[src/rtl/iobr_pkg.sv]
package iobr_pkg;

    localparam int IOBR_DATA_W = 32;
    localparam int IOBR_PORT_W = 16;

    typedef enum logic [1:0] {
        SZ_BYTE = 2'b00,
        SZ_HALF = 2'b01,
        SZ_WORD = 2'b10,
        SZ_RSVD = 2'b11
    } xfer_size_e;

    typedef enum logic [1:0] {
        ST_IDLE  = 2'b00,
        ST_ISSUE = 2'b01,
        ST_RESP  = 2'b10
    } seq_state_e;

    typedef struct packed {
        logic [IOBR_PORT_W-1:0] port;
        xfer_size_e             size;
        logic                   write;
        logic [IOBR_DATA_W-1:0] data;
    } io_cmd_t;

    // Keep only the byte lanes that belong to the access size.
    function automatic logic [IOBR_DATA_W-1:0] lane_mask(
        input logic [IOBR_DATA_W-1:0] d,
        input xfer_size_e             sz
    );
        logic [IOBR_DATA_W-1:0] r;
        r = '0;
        case (sz)
            SZ_BYTE: r[7:0]  = d[7:0];
            SZ_HALF: r[15:0] = d[15:0];
            default: r       = d;
        endcase
        return r;
    endfunction

endpackage

[src/rtl/iobr_window_decode.sv]
module iobr_window_decode
    import iobr_pkg::*;
#(
    parameter int                ADDR_W   = 32,
    parameter int                PORT_W   = IOBR_PORT_W,
    parameter logic [ADDR_W-1:0] WIN_BASE = 32'h7000_0000
) (
    input  logic [ADDR_W-1:0] addr,
    input  xfer_size_e        size,
    output logic              claim,
    output logic [PORT_W-1:0] port
);
    localparam int                   HI_W    = ADDR_W - PORT_W;
    localparam logic [HI_W-1:0]      BASE_HI = WIN_BASE[ADDR_W-1:PORT_W];

    logic hit;

    always_comb begin
        hit   = (addr[ADDR_W-1:PORT_W] == BASE_HI);
        claim = hit && (size != SZ_RSVD);
        port  = addr[PORT_W-1:0];
    end
endmodule

[src/rtl/iobr_lane_swap.sv]
module iobr_lane_swap
    import iobr_pkg::*;
#(
    parameter int DATA_W     = IOBR_DATA_W,
    parameter bit BIG_ENDIAN = 1'b1
) (
    input  logic [DATA_W-1:0] din,
    input  xfer_size_e        size,
    output logic [DATA_W-1:0] dout
);
    localparam int BYTES = DATA_W / 8;

    logic [DATA_W-1:0] masked;

    always_comb masked = lane_mask(din, size);

    generate
        if (BIG_ENDIAN) begin : g_be
            always_comb begin
                dout = '0;
                case (size)
                    SZ_HALF: begin
                        for (int i = 0; i < 2; i++)
                            dout[8*i +: 8] = masked[8*(1-i) +: 8];
                    end
                    SZ_WORD: begin
                        for (int i = 0; i < BYTES; i++)
                            dout[8*i +: 8] = masked[8*(BYTES-1-i) +: 8];
                    end
                    default: dout = masked;
                endcase
            end
        end else begin : g_le
            always_comb dout = masked;
        end
    endgenerate
endmodule

[src/rtl/iobr_access_seq.sv]
module iobr_access_seq
    import iobr_pkg::*;
#(
    parameter int DATA_W = IOBR_DATA_W
) (
    input  logic              clk,
    input  logic              rst,
    input  logic              req_valid,
    input  logic              claim,
    input  io_cmd_t           cmd_in,
    input  logic [DATA_W-1:0] io_rdata,
    output logic              req_ready,
    output logic              io_strobe,
    output io_cmd_t           cmd_q,
    output logic [DATA_W-1:0] rd_q
);
    seq_state_e state_q;

    always_ff @(posedge clk) begin
        if (rst) begin
            state_q <= ST_IDLE;
            cmd_q   <= '0;
            rd_q    <= '0;
        end else begin
            case (state_q)
                ST_IDLE: begin
                    if (req_valid && claim) begin
                        cmd_q   <= cmd_in;
                        state_q <= ST_ISSUE;
                    end
                end
                ST_ISSUE: begin
                    rd_q    <= io_rdata;
                    state_q <= ST_RESP;
                end
                ST_RESP:  state_q <= ST_IDLE;
                default:  state_q <= ST_IDLE;
            endcase
        end
    end

    always_comb begin
        io_strobe = (state_q == ST_ISSUE);
        req_ready = (state_q == ST_RESP);
    end
endmodule

[src/rtl/io_window_bridge.sv]
module io_window_bridge
    import iobr_pkg::*;
#(
    parameter int                ADDR_W     = 32,
    parameter int                DATA_W     = IOBR_DATA_W,
    parameter int                PORT_W     = IOBR_PORT_W,
    parameter logic [ADDR_W-1:0] WIN_BASE   = 32'h7000_0000,
    parameter bit                BIG_ENDIAN = 1'b1
) (
    input  logic              clk,
    input  logic              rst,
    input  logic              req_valid,
    output logic              req_ready,
    input  logic              req_write,
    input  logic [1:0]        req_size,
    input  logic [ADDR_W-1:0] req_addr,
    input  logic [DATA_W-1:0] req_wdata,
    output logic [DATA_W-1:0] req_rdata,
    output logic              io_strobe,
    output logic              io_write,
    output logic [1:0]        io_size,
    output logic [PORT_W-1:0] io_addr,
    output logic [DATA_W-1:0] io_wdata,
    input  logic [DATA_W-1:0] io_rdata
);
    xfer_size_e        size_in;
    logic              claim;
    logic [PORT_W-1:0] port;
    logic [DATA_W-1:0] wdata_swapped;
    io_cmd_t           cmd_in;
    io_cmd_t           cmd_q;
    logic [DATA_W-1:0] rd_q;

    always_comb size_in = xfer_size_e'(req_size);

    iobr_window_decode #(
        .ADDR_W   (ADDR_W),
        .PORT_W   (PORT_W),
        .WIN_BASE (WIN_BASE)
    ) u_dec (
        .addr  (req_addr),
        .size  (size_in),
        .claim (claim),
        .port  (port)
    );

    iobr_lane_swap #(
        .DATA_W     (DATA_W),
        .BIG_ENDIAN (BIG_ENDIAN)
    ) u_wr_swap (
        .din  (req_wdata),
        .size (size_in),
        .dout (wdata_swapped)
    );

    always_comb begin
        cmd_in.port  = port;
        cmd_in.size  = size_in;
        cmd_in.write = req_write;
        cmd_in.data  = req_write ? wdata_swapped : '0;
    end

    iobr_access_seq #(
        .DATA_W (DATA_W)
    ) u_seq (
        .clk       (clk),
        .rst       (rst),
        .req_valid (req_valid),
        .claim     (claim),
        .cmd_in    (cmd_in),
        .io_rdata  (io_rdata),
        .req_ready (req_ready),
        .io_strobe (io_strobe),
        .cmd_q     (cmd_q),
        .rd_q      (rd_q)
    );

    iobr_lane_swap #(
        .DATA_W     (DATA_W),
        .BIG_ENDIAN (BIG_ENDIAN)
    ) u_rd_swap (
        .din  (rd_q),
        .size (cmd_q.size),
        .dout (req_rdata)
    );

    always_comb begin
        io_addr  = cmd_q.port;
        io_size  = cmd_q.size;
        io_write = cmd_q.write;
        io_wdata = cmd_q.data;
    end
endmodule

[config.mk]
export PLATFORM = sky130hd
export DESIGN_NAME = io_window_bridge
export DESIGN_NICKNAME = d
export VERILOG_FILES = /design/src/rtl/iobr_pkg.sv /design/src/rtl/iobr_window_decode.sv /design/src/rtl/iobr_lane_swap.sv /design/src/rtl/iobr_access_seq.sv /design/src/rtl/io_window_bridge.sv
export SDC_FILE = /design/constraint.sdc
export NUM_CORES = 1
export LEC_CHECK = 0
export ABC_AREA = 1
export BUFFER_PORTS_ARGS = -buffer_cell sky130_fd_sc_hd__buf_2
export CAP_MARGIN = 20
export CORE_MARGIN = 3
export CORE_UTILIZATION = 45
export CTS_BUF_LIST = sky130_fd_sc_hd__clkbuf_8 sky130_fd_sc_hd__clkbuf_16
export DETAILED_ROUTE_END_ITERATION = 8
export PLACE_DENSITY = 0.75
export SLEW_MARGIN = 0
export SYNTH_ARGS = -nofsm -noshare
export SYNTH_HDL_FRONTEND = slang
export SYNTH_SLANG_ARGS = --single-unit
[constraint.sdc]
create_clock -name clk -period 2.61 [get_ports clk]
set_input_delay 0.3915 -clock clk [delete_from_list [all_inputs] [get_ports clk]]
set_output_delay 0.3915 -clock clk [all_outputs]
set_load 0.02 [all_outputs]
### Yosys cells after proc, flatten, opt, wreduce, memory -nomap -nowiden

Index checks and enable logic that the tools add are counted.

| storage, ports and cells | value |
|---|---|
| register bits | 85 |
| input port bits | 102 |
| output and inout bits | 85 |
| word-level logic and storage cells | 32 |

| operators by class | value |
|---|---|
| eq/ne operators | 9 |
| mux-type cells | 11 |
| reductions and logical operators | 6 |

Operators with widths:

| kind | count |
|---|---|
| 16-bit one-hot mux with 2 select lines | 4 |
| 16-bit 2-to-1 mux | 2 |
| 32-bit 2-to-1 mux | 1 |
| 16-bit by 15-bit == test with 1-bit output (second input constant) | 1 |
| 8-bit 2-to-1 mux | 2 |
| 2-bit by 1-bit == test with 1-bit output (second input constant) | 3 |
| 2-bit == test (second input constant) | 3 |
| 2-bit zero test | 3 |
| 2-bit one-hot mux with 2 select lines | 1 |
| 1-bit logical AND | 2 |
| 2-bit 2-to-1 mux | 1 |
| 2-bit by 1-bit != test with 1-bit output (second input constant) | 1 |
| 2-bit != test (second input constant) | 1 |
| 2-bit AND reduction | 1 |

### Depth between registers and ports, before layout

Gate-level depths: netlist (run 1).

| depth | value |
|---|---|
| depth after elaboration | 5 |
| mapped depth | 12 |
| gate-level depth less buffers | 11 |

### Hierarchy

A second synthesis (run 1) with hierarchy kept.

| unflattened totals | value |
|---|---|
| cells, all modules | 960 |
| area total of the unflattened synthesis | 5,526.6 sq um |

By module, submodules not included:

| module | times used | cells an instance | area an instance (sq um) | sequential area each (sq um) |
|---|---|---|---|---|
| iobr_access_seq | 1 | 483 | 3,425.8 | 1,701.6 |
| iobr_lane_swap | 2 | 185 | 807.0 | 0.0 |
| io_window_bridge | 1 | 67 | 274.0 | 0.0 |
| iobr_window_decode | 1 | 40 | 212.7 | 0.0 |

### Least setup slack after synthesis (run 1)

OpenSTA, ideal clock, no wires.

| timing | value |
|---|---|
| kind | reg2out |
| start point | reg u_seq.cmd_q[33] (netlist name) |
| end point | out req_rdata[27] |
| data arrival time | 1.717 ns |
| data required time | 2.219 ns |
| slack | 0.502 ns |
| cell stages (with the launch flop) | 7 |
| path buffers | 1 |
| path through | dfxtp_1 > inv_1 > ha_1 > inv_1 > buf_1 > nand2_1 > o21ai_0 |

| on the way | value |
|---|---|
| cells in the longest elaborated chain, start to end | 3 |
| elaborated cells on any way between the ends | 5 |
| those cells by class | eq/ne (2); mux (2); reduce/logical (1) |

RTL lines:

| item | RTL line | RTL |
|---|---|---|
| 2-bit zero test | iobr_pkg.sv:33 | `case (sz)` |
| 16-bit 2-to-1 mux | iobr_pkg.sv:33 |  |
| 16-bit one-hot mux with 2 select lines (*) | iobr_lane_swap.sv:21 | `case (size)` |
| to (decl) | io_window_bridge.sv:18 | `output logic [DATA_W-1:0] req_rdata,` |

Every way passes the cells marked *; elsewhere a longest branch is shown, timed or not.

### Worst setup path after layout (run 1)

| timing | value |
|---|---|
| start point | reg u_seq.cmd_q[33] (netlist name) |
| end point | out req_rdata[14] |

| on the way | value |
|---|---|
| cells in the longest elaborated chain, start to end | 3 |
| elaborated cells on any way between the ends | 6 |
| those cells by class | eq/ne (2); mux (3); reduce/logical (1) |

RTL lines:

| item | RTL line |
|---|---|
| 2-bit zero test | iobr_pkg.sv:33 |
| 8-bit 2-to-1 mux / 16-bit 2-to-1 mux (equally long branches) | iobr_pkg.sv:33 |
| 16-bit one-hot mux with 2 select lines (*) | iobr_lane_swap.sv:21 |

Marked as above.

==> flow_summary.json, run 1 <==
{
  "synth.avg_cell_area_um2": 6.188,
  "fin_skew_ns": 0.008643,
  "clkLatencyLatePin_ns": 0.35,
  "end_kind": "primary output",
  "rr_startpoint": "u_seq.state_q[1]$_SDFFE_PP0P_",
  "path_buf_inv": 4,
  "cap_violations": 0,
  "postCtsSetupBuffers": 0,
  "min_delay_path_depth": 2,
  "ir_worst_vdd_uv": 341.1,
  "synthTopCellsByArea": "dfxtp_1 (36%), nor2_1 (15%), nand2_1 (14%)",
  "synth-simple-area-share": 0.3739,
  "drtPass1Iterations": 5,
  "tns_ns": 0,
  "num_io_pins": 187,
  "htree_levels": 3,
  "reg2reg_to": "u_seq.cmd_q[25]$_SDFFE_PP0P_",
  "cp.arrival_ns": 2.01,
  "die_w_um": 108.9,
  "drive_gt1_frac": 0.2457,
  "grt_first_pass_wirelength_um": 21310,
  "p_total_mw": 2.417,
  "netlist-cell-type-count": 24,
  "crit_fanout": 13,
  "min_period_over_period": 0.9196,
  "hp-class": "primary input to register",
  "wl_um": 13630,
  "synthXorXnorAreaFrac": 0,
  "synth_top_family_by_area": "simple AND/OR/NAND/NOR gates",
  "required_ns": 2.22,
  "cts_root_buffer": "clkbuf_8",
  "leakage_nw": 3.220,
  "cp_top_family": "buffers and inverters",
  "cts_tree": "done",
  "multi_input_area_um2": 2489,
  "min_period_ns": 2.400,
  "slowest_delay_ns": 0.35,
  "synth_warnings": 0,
  "cts_sinks": 85,
  "final_util": 0.5856,
  "num_vias": 5210,
  "clk_pin_slew_ns": 0.08,
  "r2r.worst_path.cells": 6,
  "n_antenna_cell": 0,
  "rows": 36,
  "hold_end": "u_seq.state_q[1]$_SDFFE_PP0P_",
  "cts_buffer_depth": 2,
  "die_area_um2": 11860,
  "synth_top_area_frac": 0.3571,
  "start_kind": "register",
  "antenna_found_initial": 0,
  "maxSlewHeadroom": 0.5415,
  "register_area_um2": 1702,
  "grt.total_usage": 0.2221,
  "grt_pass1_vias": 4568,
  "synth_edf_count": 0,
  "cts_made_buffers": 9,
  "synth.net_count": 879,
  "p_per_area_nw_per_um2": 410.9,
  "drtIter0Drc": 459,
  "initial_core_util": 0.4743,
  "cp_cell_sequence": "inv_1 > ha_4 > inv_1 > buf_4 > nand2_1 > o221ai_1 > buf_2",
  "ys.flop_type": "dfxtp_1",
  "finalSetupViolCount": 0,
  "post-route-drc-count": 0,
  "avgViaCountPerCell": 4.892,
  "netlist_instances": 770,
  "hpwlAfterDp_um": 9861,
  "cpMostUsedCell": "inv_1",
  "grt-ovfl-total": 0,
  "syn-cell-area_um2": 4765,
  "placement.io_buffers": 186,
  "synthMuxAreaShare": 0,
  "synth_area_leader_cell": "dfxtp_1",
  "worst_pin_slew_ns": 0.6877,
  "status": "finished clean",
  "routedWlPerCell_um": 12.80,
  "maxSlewViolCount": 0,
  "synthArstFlopShare": 0,
  "layout_setup_ws_ns": 0.2099,
  "min_from": "rst",
  "nFillCells": 1014,
  "coreArea_um2": 10040,
  "hold_violations": 0,
  "areaGrowthSynthToFinish_pct": 23.45,
  "die_h_um": 108.9,
  "reg2reg_slack_ns": 0.94,
  "fmax_mhz": 416.7,
  "synth-seq-area-share": 0.3571,
  "rsz0062_at_grt": "false",
  "synth-compound-area-share": 0.1268,
  "fin_nets": 1037,
  "grt_max_degree": 65,
  "crit_type": "register to primary output",
  "drtAntennaViolNets": 0,
  "place_congestion": 0.9190,
  "synth_fa_ha_area_frac": 0.01838,
  "ys_seq_elements": 85,
  "crit_path_top_delay_cell": "dfxtp_1",
  "pre_cts_ws_ns": 0.2457
}
## final cells by class
type,instances,share of cell area
Multi-Input combinational cell,554,0.4231
Clock buffer,10,0.02340
Clock inverter,5,0.006382
Inverter,81,0.05169
Tap cell,133,0.02829
Timing Repair Buffer,197,0.1778
Sequential cell,85,0.2893
## how the worst max path moves through the flow
stage / start / cells past startpoint / to
after floorplan: u_seq.cmd_q[33]$_SDFFE_PP0P_ / 6 / req_rdata[27]
after global placement: u_seq.cmd_q[33]$_SDFFE_PP0P_ / 7 / req_rdata[2]
after detailed placement: u_seq.cmd_q[33]$_SDFFE_PP0P_ / 7 / req_rdata[14]
after CTS: u_seq.cmd_q[34]$_SDFFE_PP0P_ / 7 / req_rdata[14]
after global routing: u_seq.cmd_q[34]$_SDFFE_PP0P_ / 7 / req_rdata[11]
final: u_seq.cmd_q[33]$_SDFFE_PP0P_ / 7 / req_rdata[14]
## routing by layer
layer	track usage	wire, µm	vias to the layer above
li1	-	-	2721
met1	0.3008	6209	2254
met2	0.3491	6036	219
met3	0.05921	1209	16
met4	0.06041	178	0
met5	0	0	-
## logic make-up (layout without fill, tap and decap cells)
family,after synthesis,count (layout)
fa+ha+maj,7,7
compound gates,105,105
flops,85,85
simple gates,442,442
buf+inv,131,293
## registers in the layout, indices dropped and copies added (netlist names)
register,flops
u_seq.cmd_q,51
u_seq.rd_q,32
u_seq.state_q,2
## metrics by stage
stage                     std cells  hold slack [ns]  area [µm²]
after floorplan                 770           0.4571        4765
after CTS                      1064           0.2026        5842
final                          1065           0.2281        5882
after detailed placement       1049           0.4665        5664
after global placement         1049           0.4584        5664
after global routing           1065           0.2157        5882
## repair_timing
item / CTS / global route
setup endpoints to repair: 8 / 10
resized for setup: 2 / 2
hold buffers: 0 / 0
## power breakdown
group          total, mW  internal [mW]  switching [mW]
Combinational      0.285          0.116           0.170
Clock              0.836          0.368           0.469
Sequential          1.30           1.30      0.00000623
Total               2.42           1.78           0.639
## worst reg2reg max path, delay by kind of cell, from the launching register on
kind / cells / cell delay (ns)
AND/OR/NAND/NOR: 5 / 1.14
flip-flops: 1 / 0.34
buffers and inverters: 1 / 0.07
## synthesized netlist by cell type (7+ instances only)
cell type and number:
nor2_1 190, nand2_1 184, dfxtp_1 85, inv_1 79, nand3_1 57, o21ai_0 41, a21oi_1 34, buf_2 20
o221ai_1 16, o22ai_1 13, clkbuf_1 11, buf_4 7, ha_1 7
## cell usage in the layout (no fill, tap or decap), types with 13 or more instances in the layout
master	synthesis	routed
o221ai_1	16	16
dfxtp_1	85	85
nor2_1	190	190
inv_1	79	77
nand2_1	184	183
buf_2	20	186
o21ai_0	41	41
a21oi_1	34	34
o22ai_1	13	13
nand3_1	57	57
No activity file was read; power rests on OpenSTA's default activity.
==> inputs of run 2 (changes only) <==
==> constraint.sdc (replaced) <==
create_clock -name clk -period 2.5 [get_ports clk]
set_input_delay 0.375 -clock clk [delete_from_list [all_inputs] [get_ports clk]]
set_output_delay 0.375 -clock clk [all_outputs]
set_load 0.1 [all_outputs]
==> run 2 against run 1 <==
Sequential share of layout area is 4.5 points lower. Sequential power is 4% higher. Highest routed layer unchanged. Critical path type unchanged. Global-route usage is 2.9 points higher.
==> flow_summary.json, run 2 (synthesized netlist as in run 1, its figures left out) <==
{
  "status": "finished clean",
  "drtIter0Drc": 355,
  "rr_startpoint": "u_seq.state_q[1]$_SDFFE_PP0P_",
  "die_w_um": 108.9,
  "mostFrequentLayoutCells": "nor2_1 (190), nand2_1 (182), buf_2 (153), dfxtp_1 (83), inv_1 (77)",
  "num_vias": 5410,
  "end_kind": "primary output",
  "hpwlAfterDp_um": 11120,
  "reg2reg_slack_ns": 0.86,
  "grt_first_pass_wirelength_um": 23670,
  "grt-ovfl-total": 0,
  "cts_made_buffers": 9,
  "fin_nets": 1047,
  "ir_worst_vdd_uv": 371.2,
  "avgViaCountPerCell": 5.028,
  "rsz0062_at_grt": "false",
  "die_area_um2": 11860,
  "finalSetupViolCount": 0,
  "htree_levels": 3,
  "clkLatencyLatePin_ns": 0.36,
  "maxSlewViolCount": 0,
  "rows": 36,
  "grt_max_degree": 65,
  "die_h_um": 108.9,
  "fin_skew_ns": 0.007167,
  "multi_input_area_um2": 2974,
  "grt.total_usage": 0.2515,
  "placement.io_buffers": 186,
  "pre_cts_ws_ns": 0.3553,
  "min_from": "rst",
  "clk_pin_slew_ns": 0.09,
  "min_delay_path_depth": 2,
  "antenna_found_initial": 0,
  "hp-class": "primary input to register",
  "place_congestion": 0.9355,
  "num_io_pins": 187,
  "tns_ns": 0,
  "min_period_ns": 2.359,
  "drtPass1Iterations": 5,
  "coreArea_um2": 10040,
  "hold_end": "u_seq.state_q[1]$_SDFFE_PP0P_",
  "leakage_nw": 3.421,
  "drtAntennaViolNets": 0,
  "n_antenna_cell": 0,
  "initial_core_util": 0.4743,
  "min_period_over_period": 0.9437,
  "worst_pin_slew_ns": 0.6764,
  "maxSlewHeadroom": 0.5491,
  "cts_buffer_depth": 2,
  "post-route-drc-count": 0,
  "register_area_um2": 1709,
  "design_area_um2": 6992,
  "crit_type": "register to primary output",
  "required_ns": 2.12,
  "fmax_mhz": 423.9,
  "wl_um": 14950,
  "areaGrowthSynthToFinish_pct": 46.74,
  "top_register": "u_seq.cmd_q",
  "drive_gt1_frac": 0.2916,
  "largest_reg_flops": 51,
  "reg2reg_to": "u_seq.cmd_q[17]$_SDFFE_PP0P_",
  "start_kind": "register",
  "cts_tree": "done",
  "p_per_area_nw_per_um2": 383.9,
  "final_common_cell": "nor2_1",
  "cap_violations": 0,
  "layout_setup_ws_ns": 0.1408,
  "nFillCells": 860,
  "routedWlPerCell_um": 13.89,
  "cts_sinks": 85,
  "cts_root_buffer": "clkbuf_8",
  "r2r.worst_path.cells": 6,
  "post_dp_cell_area_um2": 6718,
  "grt_pass1_vias": 4884,
  "cp.arrival_ns": 1.98,
  "crit_fanout": 5,
  "reg.largest.list": "u_seq.cmd_q (51), u_seq.rd_q (32), u_seq.state_q (2)",
  "hold_violations": 0
}
## run 2: cell types whose count changed in the layout (fill, tap and decap cells not counted), moves of 2 or more
cell      previous run  this run
o221ai_1            16         0
buf_2              186       153
o22ai_1             13         0
dfxtp_1             85        83
buf_4                9        17
buf_12               1        35
o21ai_0             41        38
o21ai_4              0         3
o221ai_4             0        16
o22ai_4              0        13
dfxtp_4              0         2
## run 2: per-stage QoR
| step | hold WS (ns) | cells | power, mW | util |
|---|---|---|---|---|
| 6_report | 0.2058 | 1076 | 2.684 | 0.6961 |
| 5_1_grt | 0.1960 | 1076 | 2.804 | 0.6961 |
| 4_1_cts | 0.1960 | 1074 | 2.697 | 0.6928 |
| 3_5_place_dp | 0.4706 | 1054 | 1.678 | 0.6688 |
| 3_3_place_gp | 0.4568 | 1054 | 1.677 | 0.6688 |
| 2_1_floorplan | 0.4474 | 770 | 1.551 | - |
## run 2: worst max path at each step
stage	start	cells past startpoint	endpoint
floorplan	u_seq.cmd_q[33]$_SDFFE_PP0P_	7	req_rdata[0]
global placement	u_seq.cmd_q[33]$_SDFFE_PP0P_	7	req_rdata[0]
detailed placement	u_seq.cmd_q[33]$_SDFFE_PP0P_	7	req_rdata[1]
CTS	u_seq.cmd_q[34]$_SDFFE_PP0P_	9	req_rdata[2]
global route	u_seq.cmd_q[34]$_SDFFE_PP0P_	8	req_rdata[29]
finish	u_seq.cmd_q[33]$_SDFFE_PP0P_	9	req_rdata[2]
## run 2: layout make-up
| cell class | count | area share |
|---|---|---|
| tap | 133 | 0.02380 |
| timing repair buffer | 206 | 0.2319 |
| clock inverter | 6 | 0.01002 |
| timing repair inverter | 1 | 0.0007158 |
| multi-input combinational | 554 | 0.4254 |
| clock buffer | 10 | 0.01969 |
| inverter | 81 | 0.04402 |
| sequential | 85 | 0.2445 |
## run 2: repair_timing
action / CTS / global route
gates resized for setup: 1 / 0
setup endpoints to repair: 13 / 2
hold buffers: 0 / 0
cloned: 0 / 1
setup buffers: 4 / 0
## run 2: power by group
part / switching (mW) / total (mW) / internal (mW)
registers: 0.00000695 / 1.35 / 1.35
logic: 0.180 / 0.303 / 0.123
clock network: 0.535 / 1.03 / 0.496
total: 0.714 / 2.68 / 1.97
## run 2: metal layers
| layer | GRT usage | vias to the layer above | routed length (µm) |
|---|---|---|---|
| met4 | 0.07394 | 0 | 266 |
| li1 | - | 2754 | - |
| met5 | 0 | - | 0 |
| met3 | 0.06454 | 22 | 1162 |
| met2 | 0.4039 | 226 | 6880 |
| met1 | 0.3327 | 2408 | 6636 |
## run 2: worst max-delay path, stage by stage, from the launching register on
cell and delay (ns):
dfxtp_4 0.35, inv_1 0.09, ha_2 0.23, clkinvlp_4 0.16, buf_4 0.17, nand2_1 0.11
inv_1 0.08, nand2_1 0.11, o221ai_4 0.12, buf_12 0.19
